--- config.mk ---
export PLATFORM = sky130hd
export DESIGN_NAME = acc_cpu
export DESIGN_NICKNAME = d
export VERILOG_FILES = /design/src/rtl/acc_cpu_pkg.sv /design/src/rtl/acc_cpu_setreg.sv /design/src/rtl/acc_cpu_ctrl.sv /design/src/rtl/acc_cpu_dp.sv /design/src/rtl/acc_cpu.sv
export SDC_FILE = /design/constraint.sdc
export NUM_CORES = 1
export LEC_CHECK = 0
export ABC_AREA = 1
export BUFFER_PORTS_ARGS = -buffer_cell sky130_fd_sc_hd__clkbuf_2
export CORE_MARGIN = 8
export CORE_UTILIZATION = 30
export CTS_CLUSTER_SIZE = 20
export DETAILED_ROUTE_END_ITERATION = 10
export SLEW_MARGIN = 30
export SYNTH_ARGS = -nofsm -noshare
export SYNTH_HDL_FRONTEND = slang
export SYNTH_HIERARCHICAL = 1
export SYNTH_SLANG_ARGS = --single-unit
--- constraint.sdc ---
create_clock -name clk -period 3.8 [get_ports clk]
set_input_delay 0.19 -clock clk [delete_from_list [all_inputs] [get_ports clk]]
set_output_delay 0.19 -clock clk [all_outputs]
set_load 0.1 [all_outputs]
--- src/rtl/acc_cpu_pkg.sv ---
package acc_cpu_pkg;

  localparam int OP_W   = 4;
  localparam int N_DEST = 5;
  localparam int D_ACC  = 0;
  localparam int D_IR   = 1;
  localparam int D_OPR  = 2;
  localparam int D_PC   = 3;
  localparam int D_SR   = 4;

  typedef enum logic [OP_W-1:0] {
    OP_NOP = 4'h0, OP_LDI = 4'h1, OP_LDD = 4'h2, OP_LDN = 4'h3,
    OP_ST  = 4'h4, OP_ADD = 4'h5, OP_SUB = 4'h6, OP_SHL = 4'h7,
    OP_SHR = 4'h8, OP_JMP = 4'h9, OP_JZ  = 4'hA, OP_CALL = 4'hB,
    OP_RET = 4'hC, OP_HLT = 4'hD
  } opcode_e;

  typedef enum logic [2:0] {
    ST_FETCH = 3'd1, ST_OPER = 3'd2, ST_IND = 3'd3, ST_EXEC = 3'd4, ST_HALT = 3'd5
  } cpuState_e;

  typedef enum logic [1:0] {PCS_HOLD, PCS_OPER, PCS_RET} pcSrc_e;

  typedef enum logic [2:0] {
    ALU_OPER, ALU_MEM, ALU_ADD, ALU_SUB, ALU_SHL, ALU_SHR
  } aluOp_e;

  typedef struct packed {
    logic              holdClr;   // pulse 0
    logic              holdLd;    // pulse 1
    logic              destClr;   // pulse 2
    logic              destLd;    // pulse 3
    logic              pcInc;
    logic              addrOper;
    logic [N_DEST-1:0] destEn;
    pcSrc_e            pcSrc;
    aluOp_e            aluOp;
    logic              memWr;
  } ctrlStrb_t;

  function automatic logic hasOperand(input logic [OP_W-1:0] op);
    case (opcode_e'(op))
      OP_LDI, OP_LDD, OP_LDN, OP_ST, OP_ADD, OP_SUB,
      OP_JMP, OP_JZ, OP_CALL: return 1'b1;
      default:                return 1'b0;
    endcase
  endfunction

endpackage

--- src/rtl/acc_cpu_setreg.sv ---
module acc_cpu_setreg #(
  parameter int           W       = 8,
  parameter logic [W-1:0] RST_VAL = '0
) (
  input  logic         clk,
  input  logic         rstN,
  input  logic         clr,
  input  logic         ld,
  input  logic [W-1:0] din,
  output logic [W-1:0] q
);
  // Set-only storage: a load can only add ones, so a clear must come first.
  always_ff @(posedge clk or negedge rstN) begin
    if (!rstN)    q <= RST_VAL;
    else if (clr) q <= '0;
    else if (ld)  q <= q | din;
  end
endmodule

--- src/rtl/acc_cpu_ctrl.sv ---
module acc_cpu_ctrl
  import acc_cpu_pkg::*;
(
  input  logic            clk,
  input  logic            rstN,
  input  logic [OP_W-1:0] fetchOp,
  input  logic [OP_W-1:0] irOp,
  input  logic            accZero,
  output ctrlStrb_t       strb,
  output logic [1:0]      phase,
  output logic            halted
);
  logic [2:0] stateQ, shadowQ, nextBits;
  cpuState_e  decState, nextState;
  logic p0, p1, p2, p3;

  always_ff @(posedge clk or negedge rstN) begin
    if (!rstN) phase <= 2'd0;
    else       phase <= phase + 2'd1;
  end

  assign p0 = (phase == 2'd0);
  assign p1 = (phase == 2'd1);
  assign p2 = (phase == 2'd2);
  assign p3 = (phase == 2'd3);

  // Shadow copies the current state in pulses 0/1; the live state is
  // rewritten in pulses 2/3 while decoding runs from the shadow.
  acc_cpu_setreg #(.W(3), .RST_VAL(ST_FETCH)) u_shadow (
    .clk(clk), .rstN(rstN), .clr(p0), .ld(p1), .din(stateQ), .q(shadowQ));

  acc_cpu_setreg #(.W(3), .RST_VAL(ST_FETCH)) u_state (
    .clk(clk), .rstN(rstN), .clr(p2), .ld(p3), .din(nextBits), .q(stateQ));

  assign decState = cpuState_e'(phase[1] ? shadowQ : stateQ);
  assign halted   = (decState == ST_HALT);
  assign nextBits = nextState;

  always_comb begin
    case (decState)
      ST_FETCH: nextState = hasOperand(fetchOp) ? ST_OPER : ST_EXEC;
      ST_OPER:  nextState = (irOp == OP_LDN) ? ST_IND : ST_EXEC;
      ST_IND:   nextState = ST_EXEC;
      ST_EXEC:  nextState = (irOp == OP_HLT) ? ST_HALT : ST_FETCH;
      ST_HALT:  nextState = ST_HALT;
      default:  nextState = ST_FETCH;
    endcase
  end

  always_comb begin
    strb         = '0;
    strb.holdClr = p0;
    strb.holdLd  = p1;
    strb.destClr = p2;
    strb.destLd  = p3;
    strb.pcSrc   = PCS_HOLD;
    strb.aluOp   = ALU_OPER;
    case (decState)
      ST_FETCH: begin
        strb.pcInc        = 1'b1;
        strb.destEn[D_IR] = 1'b1;
        strb.destEn[D_PC] = 1'b1;
      end
      ST_OPER: begin
        strb.pcInc         = 1'b1;
        strb.destEn[D_OPR] = 1'b1;
        strb.destEn[D_PC]  = 1'b1;
      end
      ST_IND: begin
        strb.addrOper      = 1'b1;
        strb.destEn[D_OPR] = 1'b1;
      end
      ST_EXEC: begin
        strb.addrOper = 1'b1;
        case (opcode_e'(irOp))
          OP_LDI: begin strb.aluOp = ALU_OPER; strb.destEn[D_ACC] = 1'b1; end
          OP_LDD,
          OP_LDN: begin strb.aluOp = ALU_MEM;  strb.destEn[D_ACC] = 1'b1; end
          OP_ADD: begin strb.aluOp = ALU_ADD;  strb.destEn[D_ACC] = 1'b1; end
          OP_SUB: begin strb.aluOp = ALU_SUB;  strb.destEn[D_ACC] = 1'b1; end
          OP_SHL: begin strb.aluOp = ALU_SHL;  strb.destEn[D_ACC] = 1'b1; end
          OP_SHR: begin strb.aluOp = ALU_SHR;  strb.destEn[D_ACC] = 1'b1; end
          OP_ST:  strb.memWr = p3;
          OP_JMP: begin strb.pcSrc = PCS_OPER; strb.destEn[D_PC] = 1'b1; end
          OP_JZ:  begin strb.pcSrc = PCS_OPER; strb.destEn[D_PC] = accZero; end
          OP_CALL: begin
            strb.pcSrc        = PCS_OPER;
            strb.destEn[D_PC] = 1'b1;
            strb.destEn[D_SR] = 1'b1;
          end
          OP_RET: begin strb.pcSrc = PCS_RET; strb.destEn[D_PC] = 1'b1; end
          default: ;
        endcase
      end
      default: ;
    endcase
  end
endmodule

--- src/rtl/acc_cpu_dp.sv ---
module acc_cpu_dp
  import acc_cpu_pkg::*;
#(
  parameter int DATA_W = 8
) (
  input  logic              clk,
  input  logic              rstN,
  input  ctrlStrb_t         strb,
  input  logic [DATA_W-1:0] memRdata,
  output logic [DATA_W-1:0] memAddr,
  output logic [DATA_W-1:0] memWdata,
  output logic              accZero,
  output logic [OP_W-1:0]   irOp,
  output logic [DATA_W-1:0] dbgAcc,
  output logic [DATA_W-1:0] dbgPc,
  output logic [DATA_W-1:0] dbgSr,
  output logic [DATA_W-1:0] dbgIr
);
  logic [DATA_W-1:0] destIn [N_DEST];
  logic [DATA_W-1:0] destQ  [N_DEST];
  logic [DATA_W-1:0] accQ, irQ, oprQ, pcQ, srQ;
  logic [DATA_W-1:0] pcHoldQ, aluHoldQ, pcHoldIn, aluRes, pcNext;
  logic [DATA_W-1:0] addrPick, addrLatch;

  generate
    for (genvar g = 0; g < N_DEST; g++) begin : g_dest
      acc_cpu_setreg #(.W(DATA_W)) u_reg (
        .clk(clk), .rstN(rstN),
        .clr(strb.destClr & strb.destEn[g]),
        .ld (strb.destLd  & strb.destEn[g]),
        .din(destIn[g]), .q(destQ[g]));
    end
  endgenerate

  assign accQ = destQ[D_ACC];
  assign irQ  = destQ[D_IR];
  assign oprQ = destQ[D_OPR];
  assign pcQ  = destQ[D_PC];
  assign srQ  = destQ[D_SR];

  // Dedicated incrementer feeding the PC holding register.
  assign pcHoldIn = strb.pcInc ? pcQ + DATA_W'(1) : pcQ;

  acc_cpu_setreg #(.W(DATA_W)) u_pcHold (
    .clk(clk), .rstN(rstN), .clr(strb.holdClr), .ld(strb.holdLd),
    .din(pcHoldIn), .q(pcHoldQ));

  always_comb begin
    case (strb.aluOp)
      ALU_OPER: aluRes = oprQ;
      ALU_MEM:  aluRes = memRdata;
      ALU_ADD:  aluRes = accQ + memRdata;
      ALU_SUB:  aluRes = accQ - memRdata;
      ALU_SHL:  aluRes = {accQ[DATA_W-2:0], 1'b0};
      ALU_SHR:  aluRes = {1'b0, accQ[DATA_W-1:1]};
      default:  aluRes = accQ;
    endcase
  end

  acc_cpu_setreg #(.W(DATA_W)) u_aluHold (
    .clk(clk), .rstN(rstN), .clr(strb.holdClr), .ld(strb.holdLd),
    .din(aluRes), .q(aluHoldQ));

  always_comb begin
    case (strb.pcSrc)
      PCS_OPER: pcNext = oprQ;
      PCS_RET:  pcNext = srQ;
      default:  pcNext = pcHoldQ;
    endcase
  end

  always_comb begin
    destIn[D_ACC] = aluHoldQ;
    destIn[D_IR]  = memRdata;
    destIn[D_OPR] = memRdata;
    destIn[D_PC]  = pcNext;
    destIn[D_SR]  = pcHoldQ;
  end

  assign addrPick = strb.addrOper ? oprQ : pcQ;

  always_ff @(posedge clk or negedge rstN) begin
    if (!rstN)             addrLatch <= '0;
    else if (strb.holdClr) addrLatch <= addrPick;
  end

  assign memAddr  = strb.holdClr ? addrPick : addrLatch;
  assign memWdata = accQ;
  assign accZero  = (accQ == '0);
  assign irOp     = irQ[OP_W-1:0];
  assign dbgAcc   = accQ;
  assign dbgPc    = pcQ;
  assign dbgSr    = srQ;
  assign dbgIr    = irQ;
endmodule

--- src/rtl/acc_cpu.sv ---
module acc_cpu
  import acc_cpu_pkg::*;
#(
  parameter int DATA_W = 8
) (
  input  logic              clk,
  input  logic              rstN,
  output logic [DATA_W-1:0] memAddr,
  output logic [DATA_W-1:0] memWdata,
  input  logic [DATA_W-1:0] memRdata,
  output logic              memWe,
  output logic              halted,
  output logic [DATA_W-1:0] dbgAcc,
  output logic [DATA_W-1:0] dbgPc,
  output logic [DATA_W-1:0] dbgSr,
  output logic [DATA_W-1:0] dbgIr
);
  ctrlStrb_t       strb;
  logic [1:0]      phaseNow;
  logic            accZero;
  logic [OP_W-1:0] irOp;

  acc_cpu_ctrl u_ctrl (
    .clk(clk), .rstN(rstN), .fetchOp(memRdata[OP_W-1:0]), .irOp(irOp),
    .accZero(accZero), .strb(strb), .phase(phaseNow), .halted(halted));

  acc_cpu_dp #(.DATA_W(DATA_W)) u_dp (
    .clk(clk), .rstN(rstN), .strb(strb), .memRdata(memRdata),
    .memAddr(memAddr), .memWdata(memWdata), .accZero(accZero), .irOp(irOp),
    .dbgAcc(dbgAcc), .dbgPc(dbgPc), .dbgSr(dbgSr), .dbgIr(dbgIr));

  assign memWe = strb.memWr;
endmodule

# Word level (Yosys, flattened, before mapping)

Memories as Yosys holds them, arrays and structs flattened.
Cells that the tools add are included.

Register bits: 72
Latch bits: 0
Memory bits (writable): 0
Bits in read-only memories: 16
Input bits: 10
Output and inout bits: 50
Memories kept: 1

Memories:

| memory           | words | bits a word | read ports | clocked after Yosys merged registers in | write ports | RTL line          | source |
|---|---|---|---|---|---|---|---|
| (name not given) | 16    | 1           | 1          | 0                                       | 0           | acc_cpu_pkg.sv:42 | `case (opcode_e'(op))` |

$add $sub $neg: 4
$mul: 0
Divide/modulo/power cells: 0
Order comparisons: 0
Eq/ne operators: 28
Shift-type cells: 0
Multiplexer cells: 42
Bitwise operators: 19
Reductions and logical operators: 17

Operator list:

| cell                                                 | count |
|---|---|
| 2-to-1 mux 8 bit                                     | 17 |
| OR 8 bit                                             | 7 |
| case mux 8 bit (6 select lines)                      | 1 |
| case mux 3 bit (5 select lines)                      | 2 |
| equality test 4 bit (second input constant)          | 6 |
| 2-to-1 mux 3 bit                                     | 8 |
| equality test 4 x 3 -> 1 bit (second input constant) | 4 |
| case mux 8 bit (2 select lines)                      | 1 |
| nonzero test 2 bit                                   | 7 |
| equality test 3 x 2 -> 1 bit (second input constant) | 4 |
| equality test 3 bit (second input constant)          | 4 |
| AND 1 bit                                            | 10 |
| 2-to-1 mux 1 bit                                     | 9 |
| adder 8 x 1 -> 8 bit (second input constant)         | 1 |
| adder 8 bit                                          | 1 |
| equality test 4 x 2 -> 1 bit (second input constant) | 2 |
| logical NOT 8 bit                                    | 1 |
| OR reduction 2 bit                                   | 4 |
| subtractor 8 bit                                     | 1 |
| 2-to-1 mux 7 bit                                     | 1 |
| OR reduction 7 bit                                   | 1 |
| equality test 2 bit (second input constant)          | 3 |
| equality test 3 x 1 -> 1 bit (second input constant) | 2 |
| OR 3 bit                                             | 2 |
| other kinds (8)                                      | 11 |

# Logic depth before layout (Yosys ltp)

Depth after elaboration: 9
Mapped depth: 22
Depth with buffers taken out: 22

# Hierarchy

Netlist, hierarchy kept.

By module, submodules not included:

| module                                    | instances | cells each | area an instance (µm²) | sequential area each (µm²) |
|---|---|---|---|---|
| acc_cpu_setreg (u_dp.g_dest[0].u_reg ...) | 7         | 34         | 309.0                  | 200.2 |
| acc_cpu_dp                                | 1         | 295        | 1684.1                 | 200.2 |
| acc_cpu_ctrl                              | 1         | 101        | 589.3                  | 50.0 |
| acc_cpu_setreg (u_ctrl.u_shadow ...)      | 2         | 12         | 113.9                  | 76.3 |

# Worst setup path before layout

OpenSTA, ideal clock, no wires.

Path type: register -> register
From: register u_dp.g_dest[1].u_reg.q[3]
To: register u_dp.u_aluHold.q[3]
Setup time: 0.132 ns
Arrival time: 3.331 ns
Setup slack: 0.337 ns
Stages on the path, launching flop included: 19
Buffers on the path: 1
Clock period less this slack: 3.463 ns
Path through: dfrtp_1 buf_4 inv_1 nor2_1 o21ai_0 nor2_1 inv_2 nand3_2 inv_1 o21ai_0 inv_1 ha_1 nand3_1 nand2_1 or2_2 nand3_1 o2111ai_1 nand2_1 a21oi_1

RTL lines:

| what                   | RTL line             | source |
|---|---|---|
| start, declared        | acc_cpu_setreg.sv:10 | `output logic [W-1:0] q` |
| start signal, assigned | acc_cpu_setreg.sv:16 | `else if (ld) q <= q \| din;` |
| end signal, assigned   | acc_cpu_setreg.sv:16 |  |
| end, declared          | acc_cpu_setreg.sv:10 |  |

==> results.yml <==
yosys:
  yosysSeqAreaShare_pct: 38.7
  synth_top_family_by_area: "simple AND/OR/NAND/NOR gates"
  yosys.area_share.simple_pct: 24.6
  synth_compound_area_share_pct: 14.9
  ys_seq_elements: 72
  synth_mux_area_share_pct: 0.241
  ys.flop_type: "dfrtp_1"
  ys_top_cells_by_area: "dfrtp_1 (38%), nand2_1 (13%), inv_1 (9.7%)"
  yosysMostFrequentCell: "nand2_1"
  synth-edff-count: 0
  yosys_warnings: 6
  syn_avg_cell_area_um2: 7.09
  synth_cells: 658
  synth.distinct_cells: 45
  synth_top_area_share_pct: 37.6
  yosys-top-cells-count: "nand2_1 (167), inv_1 (121), a21oi_1 (90), dfrtp_1 (70), nor2_1 (48)"
  async_flop_share_pct: 100
  synthAdderAreaFrac_pct: 4.45
  yosysTopAreaCell: "dfrtp_1"
  synth_xor_xnor_area_share_pct: 2.25
  syn_area_um2: 4660
  syn_nets: 684
timing:
  setup_viol: 0
  worst_slew_pin_slew_ns: 0.810
  achievable-frequency_mhz: 304
  hold_viol_final: 0
  finalSetupTns_ns: 0
  rsz0062_at_grt: "no"
  layout_min_cycle_time_ns: 3.29
  clock_skew_ns: 0.00893
  finalCritPeriodShare_pct: 86.5
  slew_headroom_pct: 46.0
  drv_slew: 0
setup_path:
  cpLargestDelayFamily: "simple AND/OR/NAND/NOR gates"
  path_buf_inv: 3
  start_kind: "register"
  crit_start: "u_ctrl/phase[1]"
  cp.required_ns: 4.06
  slowest_delay_ns: 0.49
  cpMaxStageDelayCell: "dfrtp_1"
  critPathMaxFanout: 10
  cp-end-kind: "register"
  path_cells: "o21ai_2 > nand3_4 > nor2_1 > inv_2 > nand3_2 > inv_1 > o21ai_0 > inv_1 > ha_1 > nand3_1 > nand2_1 > nand2_1 > nand3_1 > nand2_1 > nand3_1 > a21oi_1 > nand2_1 > a21oi_1"
  timing.rr.start: "u_ctrl/phase[1]"
  cp_common_cell: "nand2_1"
  r2r_cells: 18
  cp.depth: 18
  critPathKind: "register to register"
  cp.arrival_ns: 3.55
worst_hold_path:
  whs_path_depth: 3
  worst_hold_path_type: "primary input to register"
  min_from: "memRdata[4]"
drt:
  vias: 4115
  finalWirelength_um: 12600
  firstDrtPassIters: 5
  wl_per_cell_um: 14.3
  drt_iter0_drc: 253
  ant_nets: 0
  drc: 0
  vias_per_cell: 4.64
global_routing:
  use_met1_pct: 16.5
  use_met3_pct: 2.97
  top_usage_layer: "met2"
  antenna_found_initial: 0
  grt_pass1_wl_um: 21100
  met2_usage_pct: 21.5
  grt_usage_pct: 13.3
  grt_max_degree: 73
  grt_pass1_vias: 4005
  overflow: 0
clock_network:
  clkTransAtPathRegs_ns: 0.06
  h-tree-depth: 3
  cts_setup_buffers: 0
  hold_buffers: 0
  insertion_delay_ns: 0.34
  clockBufferDepth: 2
  cts_resized: 0
  cts_tree: "done"
  cts_buffers: 9
  clock-sinks: 72
  cts-root-buf: "clkbuf_16"
die:
  pin_count: 60
  fp-row-count: 45
  core_um2: 15200
  die_w_um: 141
  initial_core_util_pct: 30.7
  die_height_um: 141
  dieArea_um2: 19800
power_and_ir_drop:
  power_leakage_nw: 2.69
  pwr-share-clk_pct: 18.3
  power.density_nw_per_um2: 879
  ir_drop_v: 0.000450
  seqPwrFrac_pct: 26.4
  p_switching_w: 0.00263
  p_comb_share_pct: 55.2
  p_sw_share_pct: 56.4
  p_int_w: 0.00203
cells_and_area:
  antenna_cells: 0
  drive_gt1_share_pct: 15.3
  final_nets: 720
  fin_util_pct: 34.9
  synthToLayoutAreaGrowth_pct: 13.9
  fillCellCount: 1651
placed_design:
  portBuffers: 59
  gp_congestion: 0.863
  dp_hpwl_um: 9550
run:
  maxCapViolations: 0
run_status:
  status: "finished clean"
-- area by class of cell --
type	count	area (um^2)	share of cell area, %
Inverter	129	489	9.21
Timing Repair Buffer	61	319	6.01
Clock inverter	6	70.1	1.32
Clock buffer	9	225	4.24
Sequential cell	72	1800	34.0
Tap cell	188	235	4.43
Multi-Input combinational cell	421	2170	40.8
-- stage by stage --
step	setup slack, ns	std cells	instance area, um^2	hold WS (ns)	total power (W)
final	0.514	886	5310	0.151	0.00467
after global routing	0.131	886	5310	0.174	0.00496
after CTS	0.496	885	5300	0.0311	0.00470
after detailed placement	0.514	870	5000	0.402	0.00383
after global placement	0.605	870	5000	0.403	0.00381
after floorplan	0.337	658	4660	-0.106	0.00340
-- final timing paths --
kind / to / slack [ns]
min in group asynchronous: u_dp/u_aluHold/q[6] / 0.40
setup / recovery: u_dp/u_aluHold/q[7] / 0.51
hold reg to reg: u_ctrl/u_shadow/q[0] / 0.48
hold / removal: u_dp/g_dest[2].u_reg/q[4] / 0.15
setup reg to reg: u_dp/u_aluHold/q[7] / 0.51
max in group asynchronous: u_ctrl/phase[1] / 2.89
-- placed cells by master (no fill, tap or decap), types with 3 or more instances in the layout --
master and n:
xor2_1 5, clkbuf_16 9, or2_2 3, a21oi_1 90, clkinvlp_4 3, clkbuf_2 58, nor2_1 48, inv_2 6
a31oi_1 8, nor3_2 3, o2bb2ai_1 3, nand2_2 6, nand2_4 3, ha_1 14, nor3_1 3, xnor2_1 7
inv_1 121, nand2_1 167, nand4_1 6, o22ai_1 3, dfrtp_1 70, o21ai_0 9, o2111ai_1 3, nand3_1 20
-- kinds of logic after synthesis --
family | after synthesis
AO/OA/AOI/OAI | 126
flip-flops | 72
buffers and inverters | 165
AND/OR/NAND/NOR | 266
adder cells (fa/ha/maj) | 16
XOR/XNOR | 12
multiplexers | 1
-- worst register-to-register path, stage by stage (launching register included) --
cell and delay, ns:
dfrtp_1 0.49, o21ai_2 0.34, nand3_4 0.20, nor2_1 0.33, inv_2 0.11, nand3_2 0.14, inv_1 0.08, o21ai_0 0.30
inv_1 0.08, ha_1 0.27, nand3_1 0.08, nand2_1 0.12, nand2_1 0.09, nand3_1 0.07, nand2_1 0.08, nand3_1 0.07
a21oi_1 0.14, nand2_1 0.07, a21oi_1 0.15
-- flip-flops by register name (all words and copies together) (netlist names) --
name	count
u_ctrl/phase	2
u_dp/addrLatch	8
u_dp/g_dest.u_reg/q	40
u_ctrl/u_state/q	3
u_dp/u_aluHold/q	8
u_dp/u_pcHold/q	8
u_ctrl/u_shadow/q	3
-- power by group through the flow --
stage	clock network [W]	logic, W	registers [W]
finish	0.000856	0.00258	0.00123
global route	0.000900	0.00278	0.00127
global placement	0	0.00257	0.00125
floorplan	0	0.00152	0.00187
detailed placement	0	0.00258	0.00125
CTS	0.000877	0.00259	0.00124
-- per-layer routing --
metal  wire length [um]  part of all wire (%)  up-vias
met1               5820                    46     1901
met3                557                   4.4       16
met4                248                   2.0        0
met5                  0                     0        -
li1                   -                     -     2113
met2               6020                    48       85
Power figures use the tool's default switching activity.
